--- src/rtl/ccr_pkg.sv ---
package ccr_pkg;

  localparam int unsigned CCR_W    = 8;
  localparam int unsigned LOW_W    = 6;
  localparam int unsigned BIT_C    = 0;
  localparam int unsigned BIT_Z    = 1;
  localparam int unsigned BIT_N    = 2;
  localparam int unsigned BIT_I0   = 3;
  localparam int unsigned BIT_H    = 4;
  localparam int unsigned BIT_I1   = 5;

  typedef enum logic [2:0] {
    CLS_NONE    = 3'd0,
    CLS_ADD     = 3'd1,
    CLS_ARITH   = 3'd2,
    CLS_LOGIC   = 3'd3,
    CLS_BITTEST = 3'd4
  } flag_class_e;

  typedef enum logic [1:0] {
    CC_KEEP = 2'd0,
    CC_SET  = 2'd1,
    CC_CLR  = 2'd2
  } carry_cmd_e;

  typedef enum logic [1:0] {
    PC_NONE    = 2'd0,
    PC_ENTER   = 2'd1,
    PC_ENABLE  = 2'd2,
    PC_DISABLE = 2'd3
  } prio_cmd_e;

  // {I1,I0} raw patterns
  localparam logic [1:0] PRIO_MAIN = 2'b10;
  localparam logic [1:0] PRIO_OFF  = 2'b11;

  typedef struct packed {
    logic h;
    logic n;
    logic z;
    logic c;
  } arith_flags_t;

endpackage

--- src/rtl/ccr_arith_flags.sv ---
module ccr_arith_flags
  import ccr_pkg::*;
#(
  parameter int unsigned DATA_W = 8
) (
  input  logic [2:0]        class_i,
  input  logic [DATA_W-1:0] res_i,
  input  logic              carry_i,
  input  logic              half_i,
  input  logic [1:0]        carry_cmd_i,
  input  arith_flags_t      cur_i,
  output arith_flags_t      nxt_o
);
  localparam int unsigned MSB = DATA_W - 1;

  flag_class_e cls;
  carry_cmd_e  ccmd;
  logic        is_zero;
  logic        wr_nz;
  logic        wr_c;
  arith_flags_t by_class;

  assign cls     = flag_class_e'(class_i);
  assign ccmd    = carry_cmd_e'(carry_cmd_i);
  assign is_zero = (res_i == '0);

  always_comb begin
    wr_nz = 1'b0;
    wr_c  = 1'b0;
    unique case (cls)
      CLS_ADD:     begin wr_nz = 1'b1; wr_c = 1'b1; end
      CLS_ARITH:   begin wr_nz = 1'b1; wr_c = 1'b1; end
      CLS_LOGIC:   wr_nz = 1'b1;
      CLS_BITTEST: wr_c  = 1'b1;
      default:     ;
    endcase
  end

  always_comb begin
    by_class   = cur_i;
    if (cls == CLS_ADD) by_class.h = half_i;
    if (wr_nz) begin
      by_class.n = res_i[MSB];
      by_class.z = is_zero;
    end
    if (wr_c) by_class.c = carry_i;
  end

  always_comb begin
    nxt_o = by_class;
    if (ccmd == CC_SET)      nxt_o.c = 1'b1;
    else if (ccmd == CC_CLR) nxt_o.c = 1'b0;
  end

endmodule

--- src/rtl/ccr_prio_field.sv ---
module ccr_prio_field
  import ccr_pkg::*;
(
  input  logic [1:0] cmd_i,
  input  logic [1:0] prio_in_i,
  input  logic [1:0] cur_i,
  output logic [1:0] nxt_o,
  output logic [1:0] level_o
);
  prio_cmd_e cmd;
  assign cmd = prio_cmd_e'(cmd_i);

  always_comb begin
    unique case (cmd)
      PC_ENTER:   nxt_o = prio_in_i;
      PC_ENABLE:  nxt_o = PRIO_MAIN;
      PC_DISABLE: nxt_o = PRIO_OFF;
      default:    nxt_o = cur_i;
    endcase
  end

  // binary level of an arbitrary {I1,I0} pattern (used on the next-state bits)
  assign level_o = {~(cur_i[1] ^ cur_i[0]), cur_i[0]};

endmodule

--- src/rtl/ccr_branch_eval.sv ---
module ccr_branch_eval
  import ccr_pkg::*;
(
  input  logic [2:0]   sel_i,
  input  arith_flags_t flags_i,
  output logic         true_o
);
  logic [3:0] pick;
  assign pick = {flags_i.h, flags_i.n, flags_i.z, flags_i.c};
  assign true_o = pick[sel_i[2:1]] ^ sel_i[0];
endmodule

--- src/rtl/ccr_flag_unit.sv ---
module ccr_flag_unit
  import ccr_pkg::*;
#(
  parameter int unsigned DATA_W = 8
) (
  input  logic              clk,
  input  logic              rst,
  input  logic [2:0]        flag_class_i,
  input  logic [DATA_W-1:0] alu_res_i,
  input  logic              alu_carry_i,
  input  logic              alu_half_i,
  input  logic [1:0]        carry_cmd_i,
  input  logic [1:0]        prio_cmd_i,
  input  logic [1:0]        prio_in_i,
  input  logic              pop_we_i,
  input  logic [CCR_W-1:0]  pop_data_i,
  input  logic [2:0]        cond_sel_i,
  output logic [CCR_W-1:0]  ccr_o,
  output logic [1:0]        prio_level_o,
  output logic              irq_masked_o,
  output logic              cond_true_o
);
  localparam logic [LOW_W-1:0] LOW_RST = 6'b101000;

  logic [LOW_W-1:0] low_q, low_d;
  logic [1:0]       lvl_q;
  logic [1:0]       lvl_d;
  logic             msk_q;
  arith_flags_t     cur_f, nxt_f;
  logic [1:0]       cur_p, nxt_p, nxt_lvl;

  assign cur_f = '{h: low_q[BIT_H], n: low_q[BIT_N], z: low_q[BIT_Z], c: low_q[BIT_C]};
  assign cur_p = {low_q[BIT_I1], low_q[BIT_I0]};

  ccr_arith_flags #(.DATA_W(DATA_W)) arith_i (
    .class_i     (flag_class_i),
    .res_i       (alu_res_i),
    .carry_i     (alu_carry_i),
    .half_i      (alu_half_i),
    .carry_cmd_i (carry_cmd_i),
    .cur_i       (cur_f),
    .nxt_o       (nxt_f)
  );

  ccr_prio_field prio_i (
    .cmd_i     (prio_cmd_i),
    .prio_in_i (prio_in_i),
    .cur_i     (cur_p),
    .nxt_o     (nxt_p),
    .level_o   ()
  );

  ccr_prio_field lvl_dec_i (
    .cmd_i     (2'd0),
    .prio_in_i (2'd0),
    .cur_i     (low_d[BIT_I1] ? {1'b1, low_d[BIT_I0]} : {1'b0, low_d[BIT_I0]}),
    .nxt_o     (),
    .level_o   (nxt_lvl)
  );

  always_comb begin
    if (pop_we_i) begin
      low_d = pop_data_i[LOW_W-1:0];
    end else begin
      low_d          = '0;
      low_d[BIT_I1]  = nxt_p[1];
      low_d[BIT_H]   = nxt_f.h;
      low_d[BIT_I0]  = nxt_p[0];
      low_d[BIT_N]   = nxt_f.n;
      low_d[BIT_Z]   = nxt_f.z;
      low_d[BIT_C]   = nxt_f.c;
    end
  end

  assign lvl_d = nxt_lvl;

  always_ff @(posedge clk) begin
    if (rst) begin
      low_q <= LOW_RST;
      lvl_q <= 2'd3;
      msk_q <= 1'b1;
    end else begin
      low_q <= low_d;
      lvl_q <= lvl_d;
      msk_q <= (lvl_d == 2'd3);
    end
  end

  assign ccr_o        = {2'b11, low_q};
  assign prio_level_o = lvl_q;
  assign irq_masked_o = msk_q;

  ccr_branch_eval br_i (
    .sel_i   (cond_sel_i),
    .flags_i (cur_f),
    .true_o  (cond_true_o)
  );

  AST_RESET_VALUE: assert property (@(posedge clk) rst |=> (ccr_o == 8'hE8 && prio_level_o == 2'd3));
  AST_H_HELD: assert property (@(posedge clk) disable iff (rst)
    (!pop_we_i && flag_class_i != CLS_ADD) |=> $stable(ccr_o[BIT_H]));
  AST_ZERO_FLAG: assert property (@(posedge clk) disable iff (rst)
    (!pop_we_i && (flag_class_i == CLS_ADD || flag_class_i == CLS_ARITH || flag_class_i == CLS_LOGIC))
    |=> ccr_o[BIT_Z] == ($past(alu_res_i) == '0));
  AST_CARRY_FORCE: assert property (@(posedge clk) disable iff (rst)
    (!pop_we_i && carry_cmd_i == CC_SET) |=> ccr_o[BIT_C]);
  AST_LEVEL_TRACK: assert property (@(posedge clk) disable iff (rst)
    (irq_masked_o == (ccr_o[BIT_I1] & ccr_o[BIT_I0])) && (prio_level_o[0] == ccr_o[BIT_I0]));
  AST_PRIO_ENTER: assert property (@(posedge clk) disable iff (rst)
    (!pop_we_i && prio_cmd_i == PC_ENTER)
    |=> {ccr_o[BIT_I1], ccr_o[BIT_I0]} == $past(prio_in_i));
  AST_POP_WINS: assert property (@(posedge clk) disable iff (rst)
    pop_we_i |=> ccr_o[LOW_W-1:0] == $past(pop_data_i[LOW_W-1:0]));

endmodule

--- config.mk ---
export PLATFORM = sky130hd
export DESIGN_NAME = ccr_flag_unit
export DESIGN_NICKNAME = d
export VERILOG_FILES = /design/src/rtl/ccr_pkg.sv /design/src/rtl/ccr_arith_flags.sv /design/src/rtl/ccr_prio_field.sv /design/src/rtl/ccr_branch_eval.sv /design/src/rtl/ccr_flag_unit.sv
export SDC_FILE = /design/constraint.sdc
export NUM_CORES = 1
export LEC_CHECK = 0
export BUFFER_PORTS_ARGS = -buffer_cell sky130_fd_sc_hd__buf_2
export CORE_MARGIN = 5
export CORE_UTILIZATION = 35
export CTS_BUF_LIST = sky130_fd_sc_hd__clkbuf_4
export DETAILED_ROUTE_END_ITERATION = 16
export GPL_TIMING_DRIVEN = 0
export PLACE_DENSITY = 0.83
export SYNTH_ARGS = -nofsm -noshare
export SYNTH_HDL_FRONTEND = slang
export SYNTH_SLANG_ARGS = --single-unit
--- constraint.sdc ---
create_clock -name clk -period 1.56 [get_ports clk]
set_input_delay 0.156 -clock clk [delete_from_list [all_inputs] [get_ports clk]]
set_output_delay 0.156 -clock clk [all_outputs]
set_load 0.005 [all_outputs]
After elaboration in Yosys (flattened, before gate mapping)
Index checks and enable logic that the tools add are counted.
{ "totals": {"regBits": 9, "inputBits": 33, "output_inout_bits": 12, "elab_cells": 38} }
{ "classes": {"magnitude_cmp": 1, "n_eq_ne": 10, "muxes": 12, "bitwise": 3, "reduce_logical": 6} }
{ "op_table": {"columns": ["op", "count"], "rows": [
  ["$eq 2x2->1 const B", 4],
  ["$logic_not 8->1", 1],
  ["$mux 1", 7],
  ["$eq 3x2->1 const B", 2],
  ["$mux 6", 1],
  ["$pmux 2 s3", 1],
  ["$reduce_or 3->1", 2],
  ["$eq 2x1->1 const B", 2],
  ["$mux 2", 2],
  ["$reduce_bool 2->1", 2],
  ["$reduce_bool 4->1", 1],
  ["$eq 3x1->1 const B", 1],
  ["$eq 3x3->1 const B", 1],
  ["$lt 2x3->1 const B", 1],
  ["$bmux 1 s2", 1],
  ["$xor 1x1->1", 2],
  ["$not 1->1", 1]
]} }

Logic depth before layout (Yosys ltp)
{ "logic_depth": {"ltp_word": 11, "mapped_depth": 6, "ltp_nobuf": 6} }

Hierarchy
Synthesis repeated with hierarchy kept, for this count alone.
{ "unflattened": {"cells_unflattened": 59, "hier_area_um2": 561.8} }
{ "by_module_without_submodules": {"columns": ["mod", "n_inst", "cells_each", "area_each_um2", "seq_area_each_um2"], "rows": [
  ["ccr_flag_unit", 1, 29, 331.6, 180.2],
  ["ccr_arith_flags", 1, 14, 103.8, 0.0],
  ["ccr_prio_field", 2, 7, 47.5, 0.0],
  ["ccr_branch_eval", 1, 2, 31.3, 0.0]
]} }

Worst setup path before layout
No wires, ideal clock.
{ "synth_timing": {"kind": "register -> register", "startpoint": "reg low_q[3]", "endpoint": "reg lvl_q[1] (netlist: prio_level_o[1])", "setup_ns": 0.058, "arrival_time_ns": 1.157, "t_required_ns": 1.502, "setup_slack_ns": 0.345, "path_stages_with_launch": 6, "n_path_buf": 0, "period_less_slack_ns": 1.215, "cell_sequence": "dfxtp_1 > or3b_1 > a21oi_1 > a21o_1 > ha_1 > nand2_1"} }
{ "synth_between": {"elab_chain_len": 5} }
{ "synth_rtl": {"columns": ["element", "line_no", "text"], "rows": [
  ["from (decl)", "ccr_flag_unit.sv:25", "logic [LOW_W-1:0] low_q, low_d;"],
  ["from (signal assigned)", "ccr_flag_unit.sv:83", "low_q <= low_d;"],
  ["$pmux 2 s3", "ccr_prio_field.sv:14", "unique case (cmd)"],
  ["$mux 6", "ccr_flag_unit.sv:62", "if (pop_we_i) begin"],
  ["net low_d[3]", "ccr_flag_unit.sv:25", null],
  ["$mux 2", "ccr_flag_unit.sv:56", ".cur_i (low_d[BIT_I1] ? {1'b1, low_d[BIT_I0]} : {1'b0, low_d[BIT_I0]}),"],
  ["$xor 1x1->1", "ccr_prio_field.sv:23", "assign level_o = {~(cur_i[1] ^ cur_i[0]), cur_i[0]};"],
  ["$not 1->1", "ccr_prio_field.sv:23", null],
  ["to (signal assigned)", "ccr_flag_unit.sv:84", "lvl_q <= lvl_d;"],
  ["to (decl)", "ccr_flag_unit.sv:26", "logic [1:0] lvl_q;"]
]} }
The timed path passes the listed nets, and every way through them passes these cells.
A chain may end at the register's enable or synchronous reset.

Final worst setup path
{ "layout_timing": {"startpoint": "reg low_q[4]", "endpoint": "out cond_true_o"} }
{ "layout_between": {"elab_chain_len": 3} }
{ "layout_rtl": {"columns": ["element", "line_no", "text"], "rows": [
  ["$bmux 1 s2", "ccr_branch_eval.sv:10", "assign true_o = pick[sel_i[2:1]] ^ sel_i[0];"],
  ["$mux 1 (implied by the code)", "ccr_branch_eval.sv:10", null],
  ["$xor 1x1->1", "ccr_branch_eval.sv:10", null],
  ["to (decl)", "ccr_flag_unit.sv:21", "output logic cond_true_o"]
]} }
Every way passes these cells. The select of a mux whose other input is x is not followed.

==> flow_summary.toml <==
[critical_path]
worst-path-stages = 3
critPathTopFamily = "multiplexers"
critical_path.slowest_cell = "mux4_2"
critPathMaxFanout = 3
critPathKind = "reg -> out"
crit_required_ns = 1.40
ff2ff_path_depth = 5
startpoint = "low_q[4]$_SDFFE_PP0P_"
cp.arrival_ns = 1.32
startpoint_type = "register"
reg2reg_from = "low_q[3]$_SDFF_PP1_"
crit_buf_inv = 1
end_kind = "output pin"
crit_chain = "mux4_2 -> xor2_1 -> buf_2"
slowest_delay_ns = 0.47

[logic_synthesis]
yosysWarnings = 0
synth-seq-cells = 8
synthArstFlopShare = 0
synth_edf_count = 0
ys_seq_area_frac = 0.323
synth.distinct_cells = 31
synth_area_per_cell_sq_um = 8.85
syn_inst = 56
syn_area_sq_um = 495
ys.flop_type = "dfxtp_1"

[timing]
grt_setup_unrepaired = "false"
fin_ws_ns = 0.0808
setup_viol = 0
final_max_slew_viol_count = 0
tns_ns = 0
skew_ns = 0.00970
layout_min_cycle_time_ns = 1.48
period_share = 0.948
fmax_mhz = 676
timing.hold.ws_ns = 0.103
finalHoldViolCount = 0

[cts]
cts_sinks = 8
clockRootBuffer = "clkbuf_4"
ctsHoldBuffers = 0
insertion_delay_ns = 0.26
post_cts_buffers = 0
cts_resized = 0
cts_made_buffers = 3
h-tree-depth = 1
clkTransAtPathRegs_ns = 0.06
cts.path.max_buffers = 2
cts_tree = "built"

[power]
p_per_area_nw_per_um2 = 730
p_sw_mw = 0.145
clkPwrFrac = 0.305
p_int_mw = 0.395
p_total_mw = 0.541
pwr-share-seq = 0.425
irDropWorstVdd_v = 0.000493
power_leakage_nw = 0.387
power_frac_comb = 0.270
switching_share = 0.269

[floorplan]
io_pins = 45
die_w_microns = 47.6
initial_core_util = 0.376
die_y_microns = 47.6
core_area_sq_um = 1320
std_cell_rows = 13
die_area_sq_um = 2270

[finish]
utilization = 0.562
drive_gt1_frac = 0.520
num_antenna_cells = 0
stdcell_count = 115
finalNetCount = 136
fin_area_sq_um = 741
syn_to_final_growth_pct = 49.5

[placement]
pre_cts_slack_ns = 0.211
gp_congestion = 0.774
hpwl_microns = 1130
dpl.cell_count = 112
post_dp_cell_area_sq_um = 718
io_buffers = 40

[detailed_routing]
wire_per_inst_microns = 11.9
met1Wirelength_microns = 484
wl_met2_microns = 698
vias_per_cell = 4.81
routed.top_layer = "met4"
drc_errors = 0
drt_pass1_iterations = 3
wl_microns = 1370
via_count = 553
met3_length_microns = 141
antenna_left = 0
drt_iter0_drc = 4

[run]
maxCapViolCount = 0

[global_route]
first_global_vias = 490
grt-ovfl-total = 0
antenna_found_initial = 0
grt_pass1_wl_microns = 1860
grt_max_degree = 11
track_usage = 0.125

[status]
status = "finished, final reports clean"

[min_path]
whs_path_depth = 2
hold_start = "rst"
worstHoldPathType = "in -> reg"
==> cell usage after synthesis, types with 2 or more instances <==
master | number | area, sq um
o21bai_1 | 2 | 15.0
buf_4 | 3 | 22.5
a21oi_1 | 3 | 15.0
nand2_1 | 5 | 18.8
mux2_2 | 2 | 22.5
nor4_1 | 2 | 12.5
nor2_1 | 5 | 18.8
o21ai_0 | 2 | 10.0
xor2_1 | 2 | 17.5
mux2i_1 | 2 | 20.0
dfxtp_1 | 8 | 160
==> layout by cell type, fill, tap and decap left out <==
master    Yosys  layout
o311a_1       1       1
nor3b_1       1       1
ha_1          1       1
a31oi_1       1       1
o21a_1        1       1
nand2b_1      1       1
inv_1         1       1
a21o_1        1       1
buf_2         1      41
a21oi_1       3       3
or3_1         1       1
mux4_2        1       1
o211ai_1      1       1
nor2b_1       1       1
o221ai_1      1       1
buf_4         3       3
or2_2         1       1
nand3_1       1       1
nor2b_4       1       1
nor2_1        5       5
nand3b_1      1       1
mux2i_1       2       2
o21ai_0       2       2
dfxtp_1       8       8
or3b_1        1       1
o21bai_1      2       2
mux2_2        2       2
conb_1        1       2
xor2_1        2       2
nand2_1       5       5
clkbuf_4      0       3
nor4_1        2       2
==> kinds of logic (layout without fill, tap and decap cells) <==
| group | count (synthesis) | count (layout) | synth area share |
|---|---|---|---|
| AOI/OAI and AO/OA | 13 | 13 | 0.177 |
| xor gates and xnor gates | 2 | 2 | 0.0354 |
| adders and majority gates | 1 | 1 | 0.0252 |
| buffers and inverters | 5 | 48 | 0.0631 |
| DFF | 8 | 8 | 0.323 |
| muxes | 5 | 5 | 0.131 |
| other | 1 | 2 | 0.00757 |
| and+or+nand+nor | 21 | 21 | 0.237 |
==> worst register-to-register path: stages (launching register included) <==
cell and delay [ns]:
dfxtp_1 0.32, or3b_1 0.15, a21oi_1 0.05, a21o_1 0.17, ha_1 0.19, or2_2 0.26
==> power by group through the flow <==
stage                     registers [mW]  logic [mW]  clock network, mW
after floorplan                    0.235      0.0707                  0
after global placement             0.234       0.145                  0
after detailed placement           0.234       0.148                  0
after CTS                          0.230       0.148              0.172
after global routing               0.231       0.162              0.183
final                              0.230       0.146              0.165
==> cell type report <==
class                           count  area [sq um]
Buffer                              4          27.5
Timing Repair Buffer               40           200
Fill cell                         140           577
Tap cell                           15          18.8
Clock buffer                        3          22.5
Inverter                            1          3.75
Multi-Input combinational cell     44           308
Sequential cell                     8           160
==> metal layers <==
layer  GRT usage  up-vias
met3      0.0526        4
met1       0.106      243
li1            -      285
met5           0        -
met4      0.0968        0
met2       0.227       21
==> final timing paths <==
check,to,slack (ns)
hold / removal,low_q[4]$_SDFFE_PP0P_,0.10
hold reg to reg,register,0.50
setup / recovery,cond_true_o,0.08
setup reg to reg,irq_masked_o$_SDFF_PP1_,0.30
No activity file was read; power rests on OpenSTA's default activity.
